==> config.mk <==
export PLATFORM = sky130hd
export DESIGN_NAME = can_rx_fifo
export DESIGN_NICKNAME = d
export VERILOG_FILES = /design/src/rtl/can_rx_pkg.sv /design/src/rtl/can_rx_bgbuf.sv /design/src/rtl/can_rx_ring.sv /design/src/rtl/can_rx_ovr.sv /design/src/rtl/can_rx_fifo.sv
export SDC_FILE = /design/constraint.sdc
export NUM_CORES = 1
export LEC_CHECK = 0
export ABC_AREA = 1
export ABC_CLOCK_PERIOD_IN_PS = 15000
export BUFFER_PORTS_ARGS = -buffer_cell sky130_fd_sc_hd__buf_4
export CELL_PAD_IN_SITES_DETAIL_PLACEMENT = 0
export CELL_PAD_IN_SITES_GLOBAL_PLACEMENT = 2
export CORE_MARGIN = 4
export CORE_UTILIZATION = 43
export CTS_CLUSTER_DIAMETER = 120
export DETAILED_ROUTE_END_ITERATION = 8
export MAX_ROUTING_LAYER = met4
export PLACE_DENSITY_LB_ADDON = 0.2
export SYNTH_ARGS = -nofsm -noshare
export SYNTH_HDL_FRONTEND = slang
export SYNTH_SLANG_ARGS = --single-unit
export TNS_END_PERCENT = 1
==> constraint.sdc <==
create_clock -name clk -period 15 [get_ports clk]
set_clock_uncertainty 0.15 [all_clocks]
set_input_delay 2.25 -clock clk [delete_from_list [all_inputs] [get_ports clk]]
set_output_delay 2.25 -clock clk [all_outputs]
set_load 0.1 [all_outputs]
==> src/rtl/can_rx_pkg.sv <==
package can_rx_pkg;
  parameter int ID_W   = 32;
  parameter int DLC_W  = 4;
  parameter int NBYTES = 8;
  parameter int HIT_W  = 3;
  localparam int DATA_W = NBYTES * 8;

  typedef struct packed {
    logic [ID_W-1:0]   id;
    logic [DLC_W-1:0]  dlc;
    logic [DATA_W-1:0] data;
    logic [HIT_W-1:0]  hit;
  } rx_frame_t;

  // Admission rule: clean, accepted, and not our own unless looped back
  function automatic logic rx_admit(input logic ok, input logic acc,
                                    input logic self_tx, input logic lb);
    return ok && acc && (!self_tx || lb);
  endfunction
endpackage

==> src/rtl/can_rx_bgbuf.sv <==
module can_rx_bgbuf
  import can_rx_pkg::*;
(
  input  logic      clk,
  input  logic      rst_n,
  input  logic      done,
  input  logic      ok,
  input  logic      acc,
  input  logic      self_tx,
  input  logic      lb,
  input  rx_frame_t frame_in,
  output rx_frame_t bg_frame,
  output logic      commit
);
  logic admit_now;
  assign admit_now = done && rx_admit(ok, acc, self_tx, lb);

  // Scratch buffer: every completed frame lands here, good or bad
  always_ff @(posedge clk or negedge rst_n) begin
    if (!rst_n) begin
      bg_frame <= '0;
      commit   <= 1'b0;
    end else begin
      if (done) bg_frame <= frame_in;
      commit <= admit_now;
    end
  end

  p_self_drop_r4: assert property (@(posedge clk) disable iff (!rst_n)
    (done && self_tx && !lb) |=> !commit);
  p_reject_r3: assert property (@(posedge clk) disable iff (!rst_n)
    (done && (!ok || !acc)) |=> !commit);
endmodule

==> src/rtl/can_rx_ring.sv <==
module can_rx_ring
  import can_rx_pkg::*;
#(
  parameter int DEPTH = 5
) (
  input  logic      clk,
  input  logic      rst_n,
  input  logic      push,
  input  rx_frame_t wdata,
  input  logic      pop_req,
  output rx_frame_t head,
  output logic      not_empty,
  output logic      ovr_evt
);
  localparam int PTR_W = (DEPTH > 1) ? $clog2(DEPTH) : 1;
  localparam int CNT_W = $clog2(DEPTH + 1);
  localparam logic [CNT_W-1:0] CNT_MAX = CNT_W'(DEPTH);

  function automatic logic [PTR_W-1:0] ptr_next(input logic [PTR_W-1:0] p);
    return (p == PTR_W'(DEPTH - 1)) ? '0 : p + 1'b1;
  endfunction

  rx_frame_t        slots [DEPTH];
  logic [PTR_W-1:0] rd_ptr, wr_ptr;
  logic [CNT_W-1:0] count;
  logic             pop, push_ok;

  assign pop       = pop_req && (count != '0);
  assign push_ok   = push && ((count != CNT_MAX) || pop);
  assign ovr_evt   = push && !push_ok;
  assign not_empty = (count != '0);
  assign head      = slots[rd_ptr];

  always_ff @(posedge clk or negedge rst_n) begin
    if (!rst_n) begin
      rd_ptr <= '0;
      wr_ptr <= '0;
      count  <= '0;
    end else begin
      if (pop)     rd_ptr <= ptr_next(rd_ptr);
      if (push_ok) wr_ptr <= ptr_next(wr_ptr);
      count <= count + CNT_W'(push_ok) - CNT_W'(pop);
    end
  end

  always_ff @(posedge clk) begin
    if (push_ok) slots[wr_ptr] <= wdata;
  end

  p_count_bound_r11: assert property (@(posedge clk) disable iff (!rst_n)
    count <= CNT_MAX);
  p_empty_release_r8: assert property (@(posedge clk) disable iff (!rst_n)
    (count == '0 && pop_req && !push) |=> (count == '0));
  p_push_grows_r2: assert property (@(posedge clk) disable iff (!rst_n)
    (push && !pop_req && count < CNT_MAX) |=> (count == $past(count) + 1'b1));
  p_swap_full_r7: assert property (@(posedge clk) disable iff (!rst_n)
    (push && pop_req && count == CNT_MAX) |-> !ovr_evt);
endmodule

==> src/rtl/can_rx_ovr.sv <==
module can_rx_ovr (
  input  logic clk,
  input  logic rst_n,
  input  logic set_evt,
  input  logic clr,
  output logic flag
);
  always_ff @(posedge clk or negedge rst_n) begin
    if (!rst_n)       flag <= 1'b0;
    else if (set_evt) flag <= 1'b1;
    else if (clr)     flag <= 1'b0;
  end

  p_ovr_sticky_r10: assert property (@(posedge clk) disable iff (!rst_n)
    (flag && !clr) |=> flag);
  p_ovr_set_r6: assert property (@(posedge clk) disable iff (!rst_n)
    set_evt |=> flag);
endmodule

==> src/rtl/can_rx_fifo.sv <==
module can_rx_fifo
  import can_rx_pkg::*;
#(
  parameter int DEPTH = 5
) (
  input  logic              clk,
  input  logic              rst_n,
  input  logic              fd_strobe,
  input  logic              fd_ok,
  input  logic              fd_acc,
  input  logic              fd_self,
  input  logic              loopback,
  input  logic [ID_W-1:0]   fd_id,
  input  logic [DLC_W-1:0]  fd_dlc,
  input  logic [DATA_W-1:0] fd_data,
  input  logic [HIT_W-1:0]  fd_hit,
  input  logic              cpu_release,
  input  logic              ovr_clr,
  input  logic              rx_ie,
  input  logic              ovr_ie,
  output logic [ID_W-1:0]   hd_id,
  output logic [DLC_W-1:0]  hd_dlc,
  output logic [DATA_W-1:0] hd_data,
  output logic [HIT_W-1:0]  hd_hit,
  output logic              rx_full,
  output logic              rx_irq,
  output logic              ovr_flag,
  output logic              ovr_irq
);
  rx_frame_t frame_in, bg_frame, head;
  logic      commit, ovr_evt;

  assign frame_in = '{id: fd_id, dlc: fd_dlc, data: fd_data, hit: fd_hit};

  can_rx_bgbuf u_bg (
    .clk(clk), .rst_n(rst_n), .done(fd_strobe), .ok(fd_ok), .acc(fd_acc),
    .self_tx(fd_self), .lb(loopback), .frame_in(frame_in),
    .bg_frame(bg_frame), .commit(commit)
  );

  can_rx_ring #(.DEPTH(DEPTH)) u_ring (
    .clk(clk), .rst_n(rst_n), .push(commit), .wdata(bg_frame),
    .pop_req(cpu_release), .head(head), .not_empty(rx_full), .ovr_evt(ovr_evt)
  );

  can_rx_ovr u_ovr (
    .clk(clk), .rst_n(rst_n), .set_evt(ovr_evt), .clr(ovr_clr), .flag(ovr_flag)
  );

  assign hd_id   = head.id;
  assign hd_dlc  = head.dlc;
  assign hd_data = head.data;
  assign hd_hit  = head.hit;
  assign rx_irq  = rx_full && rx_ie;
  assign ovr_irq = ovr_flag && ovr_ie;

  p_irq_follows_r9: assert property (@(posedge clk) disable iff (!rst_n)
    $rose(ovr_irq) |-> ovr_ie);
endmodule

Word-level counts from Yosys, hierarchy flattened
Memories as Yosys holds them, arrays and structs flattened. Cells that the tools add are included.

Memories: 1. Bits in registers: 114. ROM bits: 0. Memory bits (writable): 515. Bits in latches: 0.

Memory list: u_ring.slots (depth 5, bits a word 103, rd ports 1, clocked after memory_dff 0, wr ports 1, line can_rx_ring.sv:23) `rx_frame_t slots [DEPTH];`.

Multiplexer cells: 6. Equality and inequality tests: 3. Order comparisons: 0. Div/mod/pow operators: 0. Bitwise gates (word level): 0. Multipliers: 0. Shifts and indexed selects: 0. Reduce and logical (&&, ||, !) cells: 14. $add $sub $neg: 4.

Operators by type and width (count): 1-bit logical AND (8); 3-bit by 1-bit adder with 3-bit output, second input constant (2); 3-bit equality test, second input constant (2); 3-bit 2-to-1 mux (2); 1-bit 2-to-1 mux (4); 3-bit by 1-bit adder with 3-bit output (1); 3-bit != test, second input constant (1); 3-bit nonzero test (1); 3-bit by 1-bit subtractor with 3-bit output (1); 1-bit zero test (2); 1-bit logical OR (2); 2-bit nonzero test (1).

Logic depth before layout (Yosys ltp)
Gate-level depths: netlist (run 1).

Word-level depth: 7. Depth in mapped cells: 10. Mapped depth without buffers: 9.

Hierarchy
From an unflattened synthesis (run 1), not the netlist that was laid out.

Cells, all modules: 2575. Area total of the unflattened synthesis: 26474.1 um^2.

By module, submodules not included: can_rx_ring (times used 1, cells each 2126, area an instance 22197.5 um^2, seq. area each 15690.0 um^2); can_rx_bgbuf (times used 1, cells each 440, area an instance 4221.5 um^2, seq. area each 2602.5 um^2); can_rx_ovr (times used 1, cells each 5, area an instance 40.0 um^2, seq. area each 25.0 um^2); can_rx_fifo (times used 1, cells each 4, area an instance 15.0 um^2, seq. area each 0.0 um^2).

Worst setup path before layout (run 1)
OpenSTA, ideal clock, no wires.

Path kind: in2reg. From: input port cpu_release. To: memory u_ring.slots[0][0] (netlist bit), enable pin. Arrival: 6.807 ns. Stages on the path: 4. Setup slack: 7.477 ns. Setup time: 0.566 ns. Path through: inv_1 nand2_1 o21ai_1 nor2_1.

Longest elaborated chain between the ends: 5.

RTL lines: from (decl) (line can_rx_fifo.sv:17) `input logic cpu_release,`; 1-bit logical AND (line can_rx_ring.sv:28) `assign pop = pop_req && (count != '0);`; 1-bit logical OR (line can_rx_ring.sv:29) `assign push_ok = push && ((count != CNT_MAX) || pop);`; 1-bit logical AND (line can_rx_ring.sv:29); 1-bit 2-to-1 mux (line can_rx_ring.sv:47) `if (push_ok) slots[wr_ptr] <= wdata;`; 1-bit 2-to-1 mux (not written as such) (line can_rx_ring.sv:47); to (decl) (line can_rx_ring.sv:23).

Every way passes these cells.

Worst setup path in the final report (run 1)
From: register u_ring.rd_ptr[0]. To: output port hd_id[23].

Longest elaborated chain between the ends: 1.

RTL lines: from (decl) (line can_rx_ring.sv:24) `logic [PTR_W-1:0] rd_ptr, wr_ptr;`; from (signal assigned) (line can_rx_ring.sv:40) `if (pop) rd_ptr <= ptr_next(rd_ptr);`; memory 5 x 103 bit; to (decl) (line can_rx_fifo.sv:21) `output logic [ID_W-1:0] hd_id,`.

Every way passes these cells.

==> results of run 1 <==
## layout by cell type (no fill, tap or decap), types with 3 or more instances in the layout
cell and count:
nand2_1 853, edfxtp_1 515, inv_1 429, buf_4 243, nand3_1 211, dfrtp_1 111
mux2_2 103, clkbuf_16 72, clkbuf_1 30, clkinv_2 13, inv_6 6, ha_1 6
nor2_1 5, nor2_4 5, bufinv_16 5, clkbuf_8 4, o21ai_0 3, dfrtp_4 3
## routing by layer
layer | share of wire | vias up | global-route usage
met1 | 0.45 | 7779 | 0.253
met5 | 0 | - | -
met3 | 0.046 | 84 | 0.0339
li1 | - | 7911 | -
met4 | 0.021 | 0 | 0.0502
met2 | 0.48 | 293 | 0.311
## logic make-up (layout without fill, tap and decap cells)
kind of cell	Yosys count	count (layout)
AOI/OAI and AO/OA	6	6
DFF	629	629
xor gates and xnor gates	2	2
other	0	1
adders and majority gates	7	7
muxes	103	103
buffers and inverters	535	805
and+or+nand+nor	1075	1075
## area by class of cell
type | instances | area [µm²] | area share
flip-flops and latches | 629 | 18300 | 0.598
multi-input cells | 1193 | 5640 | 0.184
clock buffers | 106 | 1970 | 0.0642
repair buffers | 244 | 1840 | 0.0599
inverters | 432 | 1640 | 0.0534
well taps | 782 | 978 | 0.0319
clock inverters | 23 | 262 | 0.00853
diodes | 1 | 2.50 | 0.0000816
## power breakdown
part	internal (mW)	switching (mW)	leakage, nW
clock	0.996	0.666	1.10
combinational	0.595	2.43	6.67
sequential	2.01	0.122	5.98
total	3.60	3.21	13.7
## registers in the layout, indices dropped and copies added (netlist names)
signal	flops
u_ring.slots	515
u_bg.bg_frame	103
u_ring.count	3
u_ring.rd_ptr	3
u_ovr.flag	1
u_ring.wr_ptr	3
u_bg.commit	1
## stage by stage
stage | area [µm²] | hold WS (ns)
6_report | 30700 | 0.379
5_1_grt | 30700 | 0.398
4_1_cts | 30700 | 0.384
3_5_place_dp | 28400 | 0.369
3_3_place_gp | 28400 | 0.361
2_1_floorplan | 26100 | 0.321
## cells in the mapped netlist, drive strengths merged
cell and instances:
nand2 853, edfxtp 515, inv 432, nand3 211, dfrtp 114, mux2 103
buf 87, clkbuf 16, nor2 10, ha 6, o21ai 4, a21oi 2
xnor2 2, and2 1, fa 1
## worst max-delay path, delay by kind of cell, from the launching register on
family | cells | cell delay, ns
buffers and inverters | 3 | 1.97
flip-flops | 1 | 0.66
AND/OR/NAND/NOR | 5 | 0.50
## worst min path at each step
stage / slack (ns) / from / endpoint / cells after the start
2_1_floorplan: 0.32 / u_bg.commit$_DFF_PN0_ / u_ovr.flag$_DFFE_PN0P_ / 2
3_3_place_gp: 0.36 / u_bg.bg_frame[86]$_DFFE_PN0P_ / u_ring.slots[4][86]$_DFFE_PP_ / 0
3_5_place_dp: 0.37 / u_bg.bg_frame[83]$_DFFE_PN0P_ / u_ring.slots[4][83]$_DFFE_PP_ / 0
4_1_cts: 0.38 / u_bg.bg_frame[73]$_DFFE_PN0P_ / u_ring.slots[0][73]$_DFFE_PP_ / 0
5_1_grt: 0.40 / u_bg.bg_frame[86]$_DFFE_PN0P_ / u_ring.slots[2][86]$_DFFE_PP_ / 0
6_report: 0.38 / u_bg.bg_frame[73]$_DFFE_PN0P_ / u_ring.slots[1][73]$_DFFE_PP_ / 0
==> reports/metrics.yaml, run 1 <==
run_status:
  run_status: "finished, final reports clean"
critical_path:
  crit_path_top_delay_cell: "buf_4"
  timing.critical_path.to_type: "primary output"
  cp_cell_sequence: "inv_6, buf_4, nand2_1, nand3_1, nand2_1, nand2_1, nand2_1, buf_4"
  worstReg2RegStart: "u_ring.count[1]$_DFF_PN0_"
  path_class: "flip-flop to primary output"
  critical_path.startpoint: "u_ring.rd_ptr[0]$_DFFE_PN0P_"
  worst_setup_path_start_kind: "flip-flop"
  r2r_worst_path_depth: 7
  cpMostUsedCell: "nand2_1"
  timing.critical_path.to: "hd_id[23]"
  cp_data_arrival_time_ns: 3.76
  r2r_setup_slk_ns: 11.65
  cp_slowest_stage_delay_ns: 0.96
  cp_data_required_time_ns: 12.60
  reg2reg_to: "u_ring.slots[0][62]$_DFFE_PP_"
  worst-path-max-fanout: 117
routing:
  drt_antenna_net_count: 0
  first_pass_iters: 5
  route.detailed.vias_per_inst: 4.71
  drt_drc_violations_left: 0
  dr_total_vias: 16067
  initial_detailed_routing_violation_count: 900
  drt-wirelength-per-cell_um: 17.5
  routed_wl_um: 59600
logic_synthesis:
  post-synth-top-area-cell: "edfxtp_1"
  synth_area_leaders: "edfxtp_1 59%, nand2_1 12%, dfrtp_1 11%"
  syn_inst: 2357
  synth_xor_xnor_area_share: 0.000670
  synth-compound-area-share: 0.00115
  synth.yosys.seq_area_share: 0.701
  synth_area_um2: 26100
  synth_nets: 2478
  combinational_family_with_the_most_area_after_synthesis: "simple AND/OR/NAND/NOR gates"
  yosys-mux-area-fraction: 0.0444
  synthDistinctLibCells: 21
  post-synth-top-area-fraction: 0.592
  synthAdderAreaFrac: 0.00364
  ys_ff_latch: 629
  synthesis.yosys.warnings: 0
  synth_simple_gate_area_share: 0.165
  postSynthAreaPerCell_um2: 11.1
clock_tree:
  post-cts-setup-buffer-count: 0
  ctsResizeCount: 0
  cts_max_path_buffers: 3
  htree_num_levels: 3
  cts_sinks: 629
  inserted_clock_buffers: 70
  cts-root-buf: "clkbuf_16"
  insertion_delay_to_the_later_sink_of_the_worst_skew_pair_ns: 0.59
  tritoncts: "done"
  cts.clk_slew.worst_paths_ns: 0.05
  cts-hold-fix-buffers: 0
min_path:
  min-delay-path-class: "flip-flop to flip-flop"
grt:
  grt_max_degree: 118
  gr-usage-all-layers: 0.192
  antenna_found_initial: 1
  first_global_vias: 15781
  grt_pass1_wl_um: 92000
  grt_overflow_total: 0
placement:
  portBuffers: 220
  place_ws_ns: 9.35
  gpl.final_weighted_congestion: 0.716
  post-place-cells: 3280
  place.detailed.hpwl_um: 32000
timing:
  min_period_ns: 6.16
  final.setup.tns_ns: 0
  max_freq_mhz: 162
  slew_headroom: 0.244
  timing.final.hold_violations: 0
  worst_slack_ns: 8.84
  layout_worst_path_cycle_share: 0.411
  setup_viol: 0
  tightestPinTransition_ns: 1.13
  slew_violations: 0
  grt_setup_unrepaired: "false"
job:
  number_of_maximum_capacitance_violations: 0
die:
  floorplan.initialDensity: 0.434
  io_pins: 221
  floorplan.rows: 90
  fp.dieArea_um2: 64800
  fp.coreArea_um2: 60200
  die_height_um: 255
  dieWidth_um: 255
power_and_ir_drop:
  p_per_area_nw_per_um2: 222
  ir_worst_vdd_uv: 175
  finalPower_mw: 6.82
  power.leakage_nw: 13.7
layout:
  finalNonFillerCells: 3410
  fin_nets: 2691
  post-route-util: 0.509
  drive_gt1_frac: 0.174
  layout-area-overhead-vs-synth_pct: 17.3
  filler_cell_count: 5324
No activity file was read; power rests on OpenSTA's default activity.
==> inputs of run 2 (changes only) <==
ABC_AREA = 0   (was 1)
ABC_CLOCK_PERIOD_IN_PS = 5750   (was 15000)
CORE_UTILIZATION = 44   (was 43)
clock period = 5.75 ns   (was 15 ns; I/O delays follow)
==> run 2 against run 1 <==
Against the previous run: hold slack worse by 0.35 ns; worst setup slack got worse by 7.5 ns; area after synthesis fell by 5.8%; largest cell class unchanged.
==> reports/metrics.yaml, run 2 <==
timing:
  setup_viol: 0
  grt_setup_unrepaired: "false"
  timing.final.hold_violations: 0
  worst_slack_ns: 1.29
  slew_violations: 0
  max_freq_mhz: 224
  slew_headroom: 0.287
  min_period_ns: 4.46
  final.setup.tns_ns: 0
  layout_worst_path_cycle_share: 0.776
  tightestPinTransition_ns: 1.07
logic_synthesis:
  synth_enable_flop_cells: 515
  synth-compound-area-share: 0.0907
  synth_area_um2: 24600
  post-synth-top-area-fraction: 0.628
  syn_inst: 1383
  synthAdderAreaFrac: 0.00386
  yosys_most_used_dff: "edfxtp_1"
  post-synth-top-area-cell: "edfxtp_1"
  post-synth-top-count-cell: "edfxtp_1"
  synth_simple_gate_area_share: 0.0317
  combinational_family_with_the_most_area_after_synthesis: "compound AO/OA/AOI/OAI gates"
  synth_xor_xnor_area_share: 0.000712
  postSynthAreaPerCell_um2: 17.8
  ys_ff_latch: 629
  synthesis.yosys.warnings: 0
  synth_nets: 1504
  synth-async-reset-ratio: 0.181
  yosys-mux-area-fraction: 0.0899
  synth_area_leaders: "edfxtp_1 63%, dfrtp_1 12%, a221oi_2 4.9%"
  ranking_of_synthesized_cells_by_instance_count: "515 x edfxtp_1, 115 x inv_1, 114 x dfrtp_1"
  synthDistinctLibCells: 35
  synth.yosys.seq_area_share: 0.744
layout:
  layout.cells.most_common_list: "515 x edfxtp_1, 242 x buf_4, 115 x inv_1"
  layout_commonest_cell: "edfxtp_1"
  post-route-util: 0.532
  post-route-cell-area_um2: 29400
  flip_flop_count_of_the_largest_register_after_layout: 515
  drive_gt1_frac: 0.287
  largest-register: "u_ring.slots"
  layout-area-overhead-vs-synth_pct: 19.2
  fin_nets: 1740
  registers_with_the_most_flip_flops: "u_ring.slots: 515 flops, u_bg.bg_frame: 103 flops"
run_status:
  run_status: "finished, final reports clean"
routing:
  routed_wl_um: 53700
  drt_drc_violations_left: 0
  route.detailed.vias_per_inst: 5.19
  dr_total_vias: 12577
  first_pass_iters: 4
  drt_antenna_net_count: 0
  initial_detailed_routing_violation_count: 645
  drt-wirelength-per-cell_um: 22.2
min_path:
  min-delay-path-class: "primary input to asynchronous set/reset pin"
clock_tree:
  ctsResizeCount: 0
  cts_sinks: 629
  cts.clk_slew.worst_paths_ns: 0.06
  cts-root-buf: "clkbuf_16"
  htree_num_levels: 3
  inserted_clock_buffers: 67
  post-cts-setup-buffer-count: 0
  tritoncts: "done"
  cts-hold-fix-buffers: 0
  insertion_delay_to_the_later_sink_of_the_worst_skew_pair_ns: 0.58
  cts_max_path_buffers: 3
grt:
  grt_max_degree: 89
  grt_overflow_total: 0
  gr-usage-all-layers: 0.186
  antenna_found_initial: 2
  grt_pass1_wl_um: 81000
  first_global_vias: 13046
die:
  io_pins: 221
  fp.dieArea_um2: 59800
  die_height_um: 245
  floorplan.rows: 86
  floorplan.initialDensity: 0.446
  dieWidth_um: 245
  fp.coreArea_um2: 55200
placement:
  gpl.final_weighted_congestion: 0.735
  portBuffers: 220
  place_ws_ns: 1.86
  postPlaceCellArea_um2: 27000
  place.detailed.hpwl_um: 29000
critical_path:
  timing.critical_path.to_type: "primary output"
  cp_data_arrival_time_ns: 3.45
  cp_data_required_time_ns: 4.74
  worst_setup_path_start_kind: "flip-flop"
  path_class: "flip-flop to primary output"
  r2r_setup_slk_ns: 2.85
  worst-path-max-fanout: 49
job:
  number_of_maximum_capacitance_violations: 0
[run 2: cell count changes after synthesis, moves of 80 or more]
cell | before | now
a221oi_2 | 0 | 80
mux2i_1 | 0 | 103
a211oi_1 | 0 | 103
nand3_1 | 211 | 2
nand2_1 | 853 | 5
inv_1 | 430 | 115
nor2b_1 | 0 | 103
[run 2: area by class of cell]
type | instances | area [µm²]
multi-input combinational | 558 | 5410
clock buffer | 99 | 1970
timing repair buffer | 248 | 1930
tap | 748 | 936
inverter | 115 | 432
fill | 4470 | 25800
antenna | 2 | 5.00
sequential | 629 | 18300
clock inverter | 23 | 339
[run 2: final timing paths]
check / depth (start not counted) / endpoint / start
max: 4 / hd_data[1] / u_ring.rd_ptr[2]$_DFFE_PN0P_
min: 1 / u_bg.bg_frame[81]$_DFFE_PN0P_ / rst_n
max reg2reg: 4 / u_ring.slots[4][34]$_DFFE_PP_ / u_ring.count[1]$_DFF_PN0_
min reg2reg: 1 / u_ring.count[2]$_DFF_PN0_ / u_ring.count[2]$_DFF_PN0_
max in group asynchronous: 2 / u_bg.bg_frame[55]$_DFFE_PN0P_ / rst_n
min in group clk: 2 / u_bg.commit$_DFF_PN0_ / fd_self
[run 2: metal layers]
metal	routed length (µm)	track usage	vias to the layer above	part of all wire
met2	26900	0.303	219	0.50
met3	2090	0.0353	101	0.039
met1	23200	0.240	6431	0.43
met5	0	-	-	0
met4	1430	0.0539	0	0.027
li1	-	-	5826	-
[run 2: worst max-delay path, cell delays in order, from the launching register on]
cell	delay, ns
dfrtp_4	0.82
buf_4	0.84
buf_4	0.63
a221oi_1	0.20
buf_4	0.30
[run 2: cell families (layout without fill, tap and decap cells)]
group | after synthesis | count (layout)
flip-flops | 629 | 629
AO/OA/AOI/OAI | 217 | 217
multiplexers | 208 | 208
buffers and inverters | 196 | 485
AND/OR/NAND/NOR | 124 | 124
adder cells (fa/ha/maj) | 7 | 7
XOR/XNOR | 2 | 2
other | 0 | 2
[run 2: stage by stage]
stage               hold WS [ns]  cells
floorplan                  0.315   1383
global placement           0.345   2298
detailed placement         0.350   2298
CTS                      0.00741   2420
global route              0.0220   2422
finish                    0.0247   2422
Power of run 2 is left out: the tool's default activity adds up to more than one toggle a clock period on the data nets, which glitch-free logic cannot reach.
==> inputs of run 3 (changes only) <==
ABC_CLOCK_PERIOD_IN_PS = 4400   (was 5750)
clock period = 4.4 ns   (was 5.75 ns; I/O delays follow)
==> run 3 against run 2 <==
Against the previous run: via count fell by 0.83%; register-to-register slack got worse by 1.4 ns; sequential share of layout area about the same; cell count up 0.12%; highest routed layer unchanged; critical path depth grew 1; first-iteration DRC count decreased by 2.3%; sequential cell count is the same; die area stayed put; non-clock buffer count is 5 higher.
==> reports/metrics.yaml, run 3 (synthesized netlist as in run 2, its figures left out) <==
clock_tree:
  cts_max_path_buffers: 3
  cts-root-buf: "clkbuf_16"
  post-cts-setup-buffer-count: 0
  cts.clk_slew.worst_paths_ns: 0.06
  inserted_clock_buffers: 67
  htree_num_levels: 3
  ctsResizeCount: 0
  tritoncts: "done"
  cts-hold-fix-buffers: 0
  insertion_delay_to_the_later_sink_of_the_worst_skew_pair_ns: 0.58
  cts_sinks: 629
die:
  dieWidth_um: 245
  io_pins: 221
  floorplan.initialDensity: 0.446
  fp.dieArea_um2: 59800
  fp.coreArea_um2: 55200
  floorplan.rows: 86
  die_height_um: 245
layout:
  post-route-util: 0.532
  drive_gt1_frac: 0.292
  registers_with_the_most_flip_flops: "u_ring.slots: 515 flops, u_bg.bg_frame: 103 flops"
  layout_commonest_cell: "edfxtp_1"
  fin_nets: 1745
  layout.cells.most_common_list: "515 x edfxtp_1, 241 x buf_4, 115 x inv_1"
  flip_flop_count_of_the_largest_register_after_layout: 515
  num_antenna_cells: 0
  filler_cell_count: 4497
  layout-area-overhead-vs-synth_pct: 19.2
  largest-register: "u_ring.slots"
placement:
  place.detailed.hpwl_um: 29100
  place_ws_ns: 0.815
  portBuffers: 220
  gpl.final_weighted_congestion: 0.713
critical_path:
  path_class: "flip-flop to primary output"
  cp_slowest_stage_delay_ns: 0.73
  path_delay_family: "buffers and inverters"
  cp_data_arrival_time_ns: 3.31
  crit_buf_inv: 2
  cp_num_cells: 5
  cpMostUsedCell: "buf_4"
  crit_path_top_delay_cell: "dfrtp_4"
  cp_cell_sequence: "nand2b_4, buf_4, a211oi_1, a221oi_2, buf_4"
  worst-path-max-fanout: 41
  worst_setup_path_start_kind: "flip-flop"
  timing.critical_path.to_type: "primary output"
  r2r_worst_path_depth: 8
  cp_data_required_time_ns: 3.59
timing:
  min_period_ns: 4.12
  grt_setup_unrepaired: "false"
  timing.final.hold_violations: 0
  max_freq_mhz: 243
  setup_viol: 0
  tightestPinTransition_ns: 1.11
  slew_violations: 0
  slew_headroom: 0.255
  worst_slack_ns: 0.279
  layout_worst_path_cycle_share: 0.937
min_path:
  min-delay-path-class: "primary input to asynchronous set/reset pin"
routing:
  routed_wl_um: 52700
  first_pass_iters: 5
  initial_detailed_routing_violation_count: 630
  drt_drc_violations_left: 0
  route.detailed.vias_per_inst: 5.14
  dr_total_vias: 12472
  drt-wirelength-per-cell_um: 21.7
  drt_antenna_net_count: 0
grt:
  first_global_vias: 12824
  grt_overflow_total: 0
  antenna_found_initial: 1
  gr-usage-all-layers: 0.182
  grt_max_degree: 86
  grt_pass1_wl_um: 79600
run_status:
  run_status: "finished, final reports clean"
job:
  number_of_maximum_capacitance_violations: 0
run 3: stage by stage:
step / hold slack (ns) / std cells / cell area [µm²] / setup TNS (ns)
after detailed placement: 0.353 / 2303 / 27200 / 0
after global placement: 0.345 / 2303 / 27200 / 0
final: 0.00215 / 2425 / 29300 / 0
after floorplan: 0.214 / 1383 / 24700 / -318.59
after global routing: 0.0460 / 2425 / 29300 / 0
after CTS: 0.0185 / 2425 / 29300 / 0
run 3: final cells by class:
| cell class | count | area, µm² | area share |
|---|---|---|---|
| tap | 748 | 936 | 0.0319 |
| clock buffer | 101 | 2030 | 0.0692 |
| timing repair buffer | 253 | 2040 | 0.0695 |
| sequential | 629 | 18300 | 0.624 |
| clock inverter | 21 | 163 | 0.00554 |
| multi-input combinational | 558 | 5420 | 0.185 |
| inverter | 115 | 432 | 0.0147 |
run 3: worst paths after layout:
kind                                                 endpoint                          from  slack [ns]
worst max-delay path                              hd_data[41]  u_ring.rd_ptr[2]$_DFFE_PN0P_        0.28
worst min-delay path            u_bg.bg_frame[89]$_DFFE_PN0P_                         rst_n       0.002
worst max register to register      u_ring.count[2]$_DFF_PN0_     u_ring.count[1]$_DFF_PN0_        1.46
worst min register to register      u_ring.count[2]$_DFF_PN0_     u_ring.count[2]$_DFF_PN0_        0.36
max in group asynchronous        u_bg.bg_frame[6]$_DFFE_PN0P_                         rst_n        3.10
min in group clk                        u_bg.commit$_DFF_PN0_                       fd_self        0.10
run 3: layer usage:
layer,wire length (µm),vias to the layer above,track usage
met4,682,0,0.0458
met1,23300,6375,0.231
met2,26900,218,0.309
li1,-,5824,-
met5,0,-,-
met3,1840,55,0.0296
run 3: worst register-to-register path: stages, from the launching register on:
cell	delay, ns
dfrtp_1	0.43
o31ai_1	0.66
inv_1	0.30
ha_1	0.36
inv_1	0.04
ha_1	0.19
fa_1	0.40
xor2_1	0.16
xnor2_1	0.13
Power of run 3 is left out for the same reason.
